`config.mk`:
```
export PLATFORM = sky130hd
export DESIGN_NAME = flashCmdFront
export DESIGN_NICKNAME = d
export VERILOG_FILES = /design/src/rtl/flashSeqPkg.sv /design/src/rtl/flashSeqCtrl.sv /design/src/rtl/flashSeqData.sv /design/src/rtl/flashCmdFront.sv
export SDC_FILE = /design/constraint.sdc
export NUM_CORES = 1
export LEC_CHECK = 0
export ABC_AREA = 1
export BUFFER_PORTS_ARGS = -buffer_cell sky130_fd_sc_hd__clkbuf_2
export CELL_PAD_IN_SITES_DETAIL_PLACEMENT = 0
export CELL_PAD_IN_SITES_GLOBAL_PLACEMENT = 1
export CORE_MARGIN = 2
export CORE_UTILIZATION = 30
export DETAILED_ROUTE_END_ITERATION = 6
export PLACE_DENSITY = 0.73
export SLEW_MARGIN = 10
export SYNTH_ARGS = -nofsm -noshare
export SYNTH_HDL_FRONTEND = slang
export SYNTH_SLANG_ARGS = --single-unit
```
`constraint.sdc`:
```
create_clock -name clk -period 1.38 [get_ports clk]
set_input_delay 0 -clock clk [delete_from_list [all_inputs] [get_ports clk]]
set_output_delay 0 -clock clk [all_outputs]
set_load 0.05 [all_outputs]
```
`src/rtl/flashSeqPkg.sv`:
```
package flashSeqPkg;
  localparam logic [14:0] SEQ_ADDR_A = 15'h5555;
  localparam logic [14:0] SEQ_ADDR_B = 15'h2AAA;

  typedef struct packed {
    logic loadProg;
    logic loadSector;
    logic loadBank;
    logic idEnter;
    logic idExit;
  } seqStrobes_t;

  typedef enum logic [2:0] {
    S_IDLE, S_UNL1, S_CMD, S_PROG, S_ERA1, S_ERA2, S_ERA3, S_BUSY
  } seqState_t;
endpackage

```
`src/rtl/flashSeqCtrl.sv`:
```
module flashSeqCtrl
  import flashSeqPkg::*;
#(
  parameter int PROG_TIME  = 16,
  parameter int ERASE_TIME = 64
) (
  input  logic        clk,
  input  logic        rstN,
  input  logic        ceN,
  input  logic        oeN,
  input  logic        weN,
  input  logic [14:0] keyAddr,
  input  logic [7:0]  dataIn,
  input  logic        walkDone,
  output seqStrobes_t strb,
  output logic        busy
);
  localparam int MAX_TIME = (PROG_TIME > ERASE_TIME) ? PROG_TIME : ERASE_TIME;
  localparam int TMR_W    = $clog2(MAX_TIME + 1);

  seqState_t state, nextState;
  logic weNd;
  logic [TMR_W-1:0] timer;
  logic wrEvent, isA, isB;

  assign wrEvent = weN && !weNd && !ceN && oeN;
  assign isA  = (keyAddr == SEQ_ADDR_A);
  assign isB  = (keyAddr == SEQ_ADDR_B);
  assign busy = (state == S_BUSY);

  always_comb begin
    nextState = state;
    strb = '0;
    case (state)
      S_IDLE: if (wrEvent) begin
        if (isA && dataIn == 8'hAA) nextState = S_UNL1;
        else strb.idExit = 1'b1;
      end
      S_UNL1: if (wrEvent) begin
        if (isB && dataIn == 8'h55) nextState = S_CMD;
        else begin nextState = S_IDLE; strb.idExit = 1'b1; end
      end
      S_CMD: if (wrEvent) begin
        nextState = S_IDLE;
        if (isA && dataIn == 8'hA0)      nextState = S_PROG;
        else if (isA && dataIn == 8'h80) nextState = S_ERA1;
        else if (isA && dataIn == 8'h90) strb.idEnter = 1'b1;
        else strb.idExit = 1'b1;
      end
      S_PROG: if (wrEvent) begin
        nextState = S_BUSY;
        strb.loadProg = 1'b1;
      end
      S_ERA1: if (wrEvent) begin
        if (isA && dataIn == 8'hAA) nextState = S_ERA2;
        else begin nextState = S_IDLE; strb.idExit = 1'b1; end
      end
      S_ERA2: if (wrEvent) begin
        if (isB && dataIn == 8'h55) nextState = S_ERA3;
        else begin nextState = S_IDLE; strb.idExit = 1'b1; end
      end
      S_ERA3: if (wrEvent) begin
        if (dataIn == 8'h30) begin
          nextState = S_BUSY; strb.loadSector = 1'b1;
        end else if (isA && dataIn == 8'h10) begin
          nextState = S_BUSY; strb.loadBank = 1'b1;
        end else begin
          nextState = S_IDLE; strb.idExit = 1'b1;
        end
      end
      S_BUSY: if (timer == '0 && walkDone) nextState = S_IDLE;
      default: nextState = S_IDLE;
    endcase
  end

  always_ff @(posedge clk or negedge rstN) begin
    if (!rstN) begin
      state <= S_IDLE;
      weNd  <= 1'b1;
      timer <= '0;
    end else begin
      state <= nextState;
      weNd  <= weN;
      if (strb.loadProg)                        timer <= TMR_W'(PROG_TIME - 1);
      else if (strb.loadSector || strb.loadBank) timer <= TMR_W'(ERASE_TIME - 1);
      else if (busy && timer != '0)             timer <= timer - TMR_W'(1);
    end
  end

  assert_prog_start_R1: assert property (@(posedge clk) disable iff (!rstN)
    (state == S_PROG && wrEvent) |=> busy);
  assert_abort_idle_R3: assert property (@(posedge clk) disable iff (!rstN)
    (state == S_UNL1 && wrEvent && !(isB && dataIn == 8'h55)) |=> (state == S_IDLE));
  assert_no_cmd_busy_R6: assert property (@(posedge clk) disable iff (!rstN)
    busy |-> (strb == '0));
  assert_inhibit_R7: assert property (@(posedge clk) disable iff (!rstN)
    (!busy && (ceN || !oeN)) |=> $stable(state));
endmodule

```
`src/rtl/flashSeqData.sv`:
```
module flashSeqData
  import flashSeqPkg::*;
#(
  parameter int   ADDR_W    = 15,
  parameter int   SECTOR_W  = 12,
  parameter logic [7:0] DEV_CODE = 8'h18
) (
  input  logic              clk,
  input  logic              rstN,
  input  logic              ceN,
  input  logic              oeN,
  input  logic [ADDR_W-1:0] addr,
  input  logic [7:0]        dataIn,
  input  seqStrobes_t       strb,
  input  logic              busy,
  input  logic [7:0]        memRdData,
  output logic [ADDR_W-1:0] memAddr,
  output logic [7:0]        memWrData,
  output logic              memWe,
  output logic [7:0]        dataOut,
  output logic              walkDone
);
  localparam int HI_W = ADDR_W - SECTOR_W;

  logic idMode, isProg, toggle, oeNd, readEnd, anyLoad;
  logic [7:0] opData;
  logic [ADDR_W-1:0] walkAddr, walkEnd;

  assign readEnd = oeN && !oeNd && !ceN;
  assign anyLoad = strb.loadProg || strb.loadSector || strb.loadBank;

  always_ff @(posedge clk or negedge rstN) begin
    if (!rstN) begin
      idMode   <= 1'b0;
      isProg   <= 1'b0;
      toggle   <= 1'b0;
      oeNd     <= 1'b1;
      opData   <= '0;
      walkAddr <= '0;
      walkEnd  <= '0;
      walkDone <= 1'b1;
    end else begin
      oeNd <= oeN;
      if (strb.idEnter)     idMode <= 1'b1;
      else if (strb.idExit) idMode <= 1'b0;
      if (anyLoad) begin
        walkDone <= 1'b0;
        toggle   <= 1'b0;
        isProg   <= strb.loadProg;
        opData   <= dataIn;
        if (strb.loadProg) begin
          walkAddr <= addr;
          walkEnd  <= addr;
        end else if (strb.loadSector) begin
          walkAddr <= {addr[ADDR_W-1 -: HI_W], {SECTOR_W{1'b0}}};
          walkEnd  <= {addr[ADDR_W-1 -: HI_W], {SECTOR_W{1'b1}}};
        end else begin
          walkAddr <= '0;
          walkEnd  <= '1;
        end
      end else begin
        if (busy && readEnd) toggle <= ~toggle;
        if (memWe) begin
          walkAddr <= walkAddr + ADDR_W'(1);
          if (walkAddr == walkEnd) walkDone <= 1'b1;
        end
      end
    end
  end

  always_comb begin
    memWe     = busy && !walkDone;
    memAddr   = memWe ? walkAddr : addr;
    memWrData = isProg ? (memRdData & opData) : 8'hFF;
    if (busy)
      dataOut = {isProg ? ~opData[7] : 1'b0, toggle, 6'b0};
    else if (idMode)
      dataOut = (addr == '0) ? 8'hBF : (addr == ADDR_W'(1)) ? DEV_CODE : 8'h00;
    else
      dataOut = memRdData;
  end

  assert_prog_clears_R1: assert property (@(posedge clk) disable iff (!rstN)
    (memWe && isProg) |-> ((memWrData & ~memRdData) == 8'h00));
  assert_walk_bound_R2: assert property (@(posedge clk) disable iff (!rstN)
    memWe |-> (walkAddr <= walkEnd));
  assert_toggle_flip_R4: assert property (@(posedge clk) disable iff (!rstN)
    (busy && readEnd && !anyLoad) |=> (toggle != $past(toggle)));
endmodule

```
`src/rtl/flashCmdFront.sv`:
```
module flashCmdFront
  import flashSeqPkg::*;
#(
  parameter int ADDR_W      = 15,
  parameter int SECTOR_W    = 12,
  parameter int PROG_TIME   = 16,
  parameter int ERASE_TIME  = 64,
  parameter bit DEV_VARIANT = 1'b0
) (
  input  logic              clk,
  input  logic              rstN,
  input  logic              ceN,
  input  logic              oeN,
  input  logic              weN,
  input  logic [ADDR_W-1:0] addr,
  input  logic [7:0]        dataIn,
  output logic [7:0]        dataOut,
  output logic [ADDR_W-1:0] memAddr,
  output logic [7:0]        memWrData,
  output logic              memWe,
  input  logic [7:0]        memRdData
);
  localparam logic [7:0] DEV_CODE = DEV_VARIANT ? 8'h19 : 8'h18;

  seqStrobes_t strb;
  logic busy, walkDone;

  flashSeqCtrl #(.PROG_TIME(PROG_TIME), .ERASE_TIME(ERASE_TIME)) uCtrl (
    .clk(clk), .rstN(rstN), .ceN(ceN), .oeN(oeN), .weN(weN),
    .keyAddr(addr[14:0]), .dataIn(dataIn), .walkDone(walkDone),
    .strb(strb), .busy(busy)
  );

  flashSeqData #(.ADDR_W(ADDR_W), .SECTOR_W(SECTOR_W), .DEV_CODE(DEV_CODE)) uData (
    .clk(clk), .rstN(rstN), .ceN(ceN), .oeN(oeN), .addr(addr), .dataIn(dataIn),
    .strb(strb), .busy(busy), .memRdData(memRdData), .memAddr(memAddr),
    .memWrData(memWrData), .memWe(memWe), .dataOut(dataOut), .walkDone(walkDone)
  );
endmodule

```
# Word level (Yosys, flattened, before mapping)
# Cells that the tools add are included.
dict set report classes {
  addsub 2
  n_mul 0
  div_mod_pow 0
  n_lt_le_gt_ge 0
  n_eq_ne 27
  n_shift 0
  mux 61
  bitwise 3
  reduce_logical 35
}
# cell n
set op_table {}
lappend op_table {{2-to-1 mux 15 bit} 7}
lappend op_table {{2-to-1 mux 3 bit} 15}
lappend op_table {{== test 8 bit, second input constant} 4}
lappend op_table {{2-to-1 mux 8 bit} 4}
lappend op_table {{one-hot mux 3 bit (8 select lines)} 1}
lappend op_table {{2-to-1 mux 1 bit} 23}
lappend op_table {{2-to-1 mux 7 bit} 3}
lappend op_table {{!= test 2 x 1 -> 1 bit, second input constant} 8}
lappend op_table {{adder 15 x 1 -> 15 bit, second input constant} 1}
lappend op_table {{== test 15 x 1 -> 1 bit, second input constant} 1}
lappend op_table {{== test 15 x 14 -> 1 bit, second input constant} 1}
lappend op_table {{== test 15 bit} 1}
lappend op_table {{== test 15 bit, second input constant} 1}
lappend op_table {{logical AND 1 bit} 15}
lappend op_table {{logical NOT 15 bit} 1}
lappend op_table {{== test 3 bit, second input constant} 4}
lappend op_table {{2-to-1 mux 2 bit} 6}
lappend op_table {{AND reduction 9 bit} 1}
lappend op_table {{bitwise AND 8 bit} 1}
lappend op_table {{== test 8 x 5 -> 1 bit, second input constant} 1}
lappend op_table {{== test 8 x 6 -> 1 bit, second input constant} 1}
lappend op_table {{== test 8 x 7 -> 1 bit, second input constant} 1}
lappend op_table {{nonzero test 2 bit} 4}
lappend op_table {{logical NOT 7 bit} 1}
lappend op_table {{14 further kinds} 22}
dict set report word_totals {
  reg_bits 54
  latchBits 0
  ramBits 0
  romBits 0
  inputBits 36
  word_cells 139
  mem_count 0
}

# Depth between registers and ports, before layout
dict set report depth {
  word_depth 10
  depth_mapped 14
  depth_no_buf 12
}

# By module
# Synthesis repeated with hierarchy kept, for this count alone.
dict set report unflattened {
  hier_cells 617
  hier_area_um2 3843.7
}
# mod instances cells_per_inst area_each_um2
set modules_own_cells {}
lappend modules_own_cells {flashSeqData 1 420 2740.1}
lappend modules_own_cells {flashSeqCtrl 1 197 1103.6}

# Least setup slack after synthesis
# Ideal clock, no wire load.
dict set report synth_timing {
  path_kind {register to output}
  startpoint {register uCtrl.state[1]}
  endpoint {output memAddr[14]}
  arrival_time_ps 2225
  required_time_ps 1380
  slack_ps -845
  stages_incl_launch_ff 7
  path_buffers 2
  path_cell_list {dfrtp_1 > nand2_2 > nor2_4 > nand2_2 > buf_2 > clkbuf_1 > o21ai_0}
}
dict set report synth_between {
  elab_chain_len 3
}
# element line_no
set synth_lines {}
lappend synth_lines {{start: declaration} flashSeqCtrl.sv:21} ;# seqState_t state, nextState;
lappend synth_lines {{start signal: assignment} flashSeqCtrl.sv:82} ;# state <= nextState;
lappend synth_lines {{== test 3 bit} flashSeqCtrl.sv:29} ;# assign busy = (state == S_BUSY);
lappend synth_lines {{logical AND 1 bit} flashSeqData.sv:72} ;# memWe = busy && !walkDone;
lappend synth_lines {{2-to-1 mux 15 bit} flashSeqData.sv:73} ;# memAddr = memWe ? walkAddr : addr;
lappend synth_lines {{end: declaration} flashCmdFront.sv:18} ;# output logic [ADDR_W-1:0] memAddr,
# Every way passes these cells.

# Final worst setup path
dict set report layout_timing {
  startpoint {register uCtrl.state[0]}
  endpoint {output memAddr[1]}
}
# Same word-level chain as after synthesis.

==> impl_metrics.yaml <==
logic_synthesis:
  synth.avg_cell_area_um2: 6.57
  netlist_instances: 611
  synth_seq_cells: 54
  synthArstFlopShare_pct: 100
  yosys-top-cells-count: "nand2_1, inv_1, nor2_1"
  synth_top_area_share_pct: 31.8
  syn_nets: 650
  synth_cell_type_count: 39
  ys_seq_area_share_pct: 33.7
  yosys-top-cells-area: "dfrtp_1, nand2_1, inv_1"
  synth_area_leader_cell: "dfrtp_1"
  synth_warnings: 0
  syn-cell-area_um2: 4020
  synth.most_common_cell: "nand2_1"
  ys.flop_type: "dfrtp_1"
  synth_edf_count: 0
sta:
  tightest_slew_ns: 0.444
  slew_violations: 0
  fmax_mhz: 609
  timing.hold.ws_ns: 0.0198
  finalCritPeriodShare_pct: 119
  fin_crit_ns: 1.64
  rsz0062_at_grt: "yes"
  fin_ws_ns: -0.262
  fin_skew_ns: 0.00936
  maxSlewHeadroom_pct: 70.2
  report.final.hold_viol_count: 0
  setup_viol: 76
placement:
  portBuffers: 67
  gp_congestion: 0.884
  place_area_um2: 5680
  dp_hpwl_um: 11100
  dp.cells: 962
detailed_routing:
  ant_nets: 0
  num_vias: 4787
  route.detailed.drc: 0
  dr.pass1.iters: 5
  wl_per_cell_um: 15.2
  routed_via_density: 4.79
  drtIter0Drc: 271
  drt_wl_total_um: 15200
clocking:
  clkSlewWorstSetupHoldPaths_ns: 0.07
  insertion_delay_ns: 0.31
  cts_tree: "done"
  clock_path_buffers: 2
  clock_sinks: 54
  htree_num_levels: 2
  cts-root-buf: "clkbuf_16"
  cts_buffers: 5
setup_path:
  crit_fanout: 5
  crit_arrival_ns: 1.64
  path_class: "reg -> out"
  crit_start: "uCtrl.state[0]"
  start_kind: "register"
  r2r_cells: 11
  worstPathRequired_ns: 1.38
  timing.rr.start: "uCtrl.state[0]"
  endpoint_kind: "primary output"
floorplan:
  core-area_um2: 13100
  die_h_um: 120
  dieArea_um2: 14300
  row_count: 42
  initial_core_util_pct: 30.6
  io_pins: 68
  fp.dieW_um: 120
final_layout:
  final_util_pct: 51.4
  n_antenna_cell: 0
  syn2layout_area_growth_pct: 68.1
  design_area_um2: 6750
  num-nets-final: 861
  drive_gt1_share_pct: 40.3
  finalNonFillerCells: 999
power_and_ir_drop:
  peakVddDrop_mv: 0.433
  p_leak_nw: 3.39
  p_per_area_nw_per_um2: 667
global_routing:
  overflow: 0
  grt_usage_pct: 21.9
  antenna_found_initial: 0
  grt_max_degree: 55
  grt_pass1_vias: 4987
  grt_pass1_wl_um: 24600
hold_path:
  hold_path.startpoint: "addr[6]"
  min_path_cells: 3
  min_path_type: "in -> reg"
outcome:
  run_status: "finished with violations"
  violations: "setup timing"
flow_run:
  drv_cap: 0
[cell usage in the layout, fill, tap and decap left out, types with 2 or more instances in the layout]
cell type      count
a21oi_1            6
a21oi_2            9
buf_12             8
buf_4            118
buf_6             21
buf_8             19
clkbuf_16          6
clkbuf_2          43
clkbuf_8           2
clkinv_2           2
clkinv_4           2
dfrtp_1           51
dfstp_2            3
dlygate4sd3_1      7
ha_1               2
inv_1             75
inv_2              9
inv_4              2
inv_8              2
nand2_1          140
nand2_2           20
nand2_4            7
nand2_8            3
nand3_1           32
nand3_2            7
nand3_4            3
nand4_1           19
nor2_1            67
nor2_2             8
nor2_4             9
nor3_1             6
nor4_1             2
o21ai_0           28
o21ai_1           22
o21ai_2            3
o21ai_4           17
o22ai_1            4
xnor2_1           12
xor2_1            12
[worst paths after layout]
path / to / slack (ns)
max: memAddr[1] / -0.26
min: uData.walkEnd[6] / 0.02
max reg2reg: uData.walkAddr[7] / -0.24
min reg2reg: uData.walkEnd[1] / 0.52
max in group asynchronous: uCtrl.weNd / 0.84
min in group asynchronous: uData.walkAddr[7] / 0.23
[worst max-delay path: stages, from the launching register on]
cell,delay [ns]
dfrtp_1,0.38
nand2_2,0.09
nor2_4,0.16
buf_12,0.13
nand2_8,0.09
inv_6,0.08
buf_6,0.12
nand2_4,0.05
o21ai_4,0.07
buf_12,0.16
[power by group]
| part | switching, mW | internal (mW) |
|---|---|---|
| registers | 0.0484 | 1.64 |
| logic | 0.757 | 0.563 |
| clock network | 0.636 | 0.852 |
| total | 1.44 | 3.06 |
[metal layers]
metal  wire length (um)  global-route usage (%)  share of wire [%]  vias to the layer above
met2               7380                    37.6                 49                      134
met4                378                    8.16                2.5                        0
met1               6790                    28.1                 45                     2246
met3                611                    2.90                4.0                       24
met5                  0                       0                  0                        -
li1                   -                       -                  -                     2383
[sequential cells by signal, summed over array words and instances (netlist names)]
signal          count
uCtrl.timer         7
uData.idMode        1
uCtrl.weNd          1
uData.walkEnd      15
uData.oeNd          1
uData.isProg        1
uData.toggle        1
uData.walkDone      1
uData.opData        8
uData.walkAddr     15
uCtrl.state         3
[layout make-up]
type	instances	area, um2
clock buffer	5	125
multi-input combinational	450	2700
clock inverter	3	40.0
timing repair buffer	220	1930
fill	1272	6390
inverter	91	377
sequential	54	1360
tap	176	220
[cell families (layout without fill, tap and decap cells)]
logic type                 after synthesis  count (layout)  share of synthesized area [%]
and+or+nand+nor                        325             326                           35.9
buffers and inverters                  108             319                           11.3
AOI/OAI and AO/OA                       97              97                           12.8
DFF                                     54              54                           33.7
xor gates and xnor gates                24              24                           5.23
adders and majority gates                3               3                          0.935
[per-stage QoR]
step                      setup TNS, ns  setup WS (ns)  power [mW]
final                            -13.06         -0.262        4.50
after floorplan                   -2.87         -0.325        2.29
after global placement            -4.53         -0.187        2.75
after global routing             -18.26         -0.317        4.72
after detailed placement          -5.93         -0.179        2.75
after CTS                        -10.86         -0.244        4.40
[repair_timing]
action,in CTS,in global routing
gates cloned,2,0
hold buffers,7,0
hold endpoints to repair,60,0
gates resized for setup,118,64
setup endpoints to repair,72,76
pin swaps,15,15
setup buffers,13,9
Power figures use the tool's default switching activity.
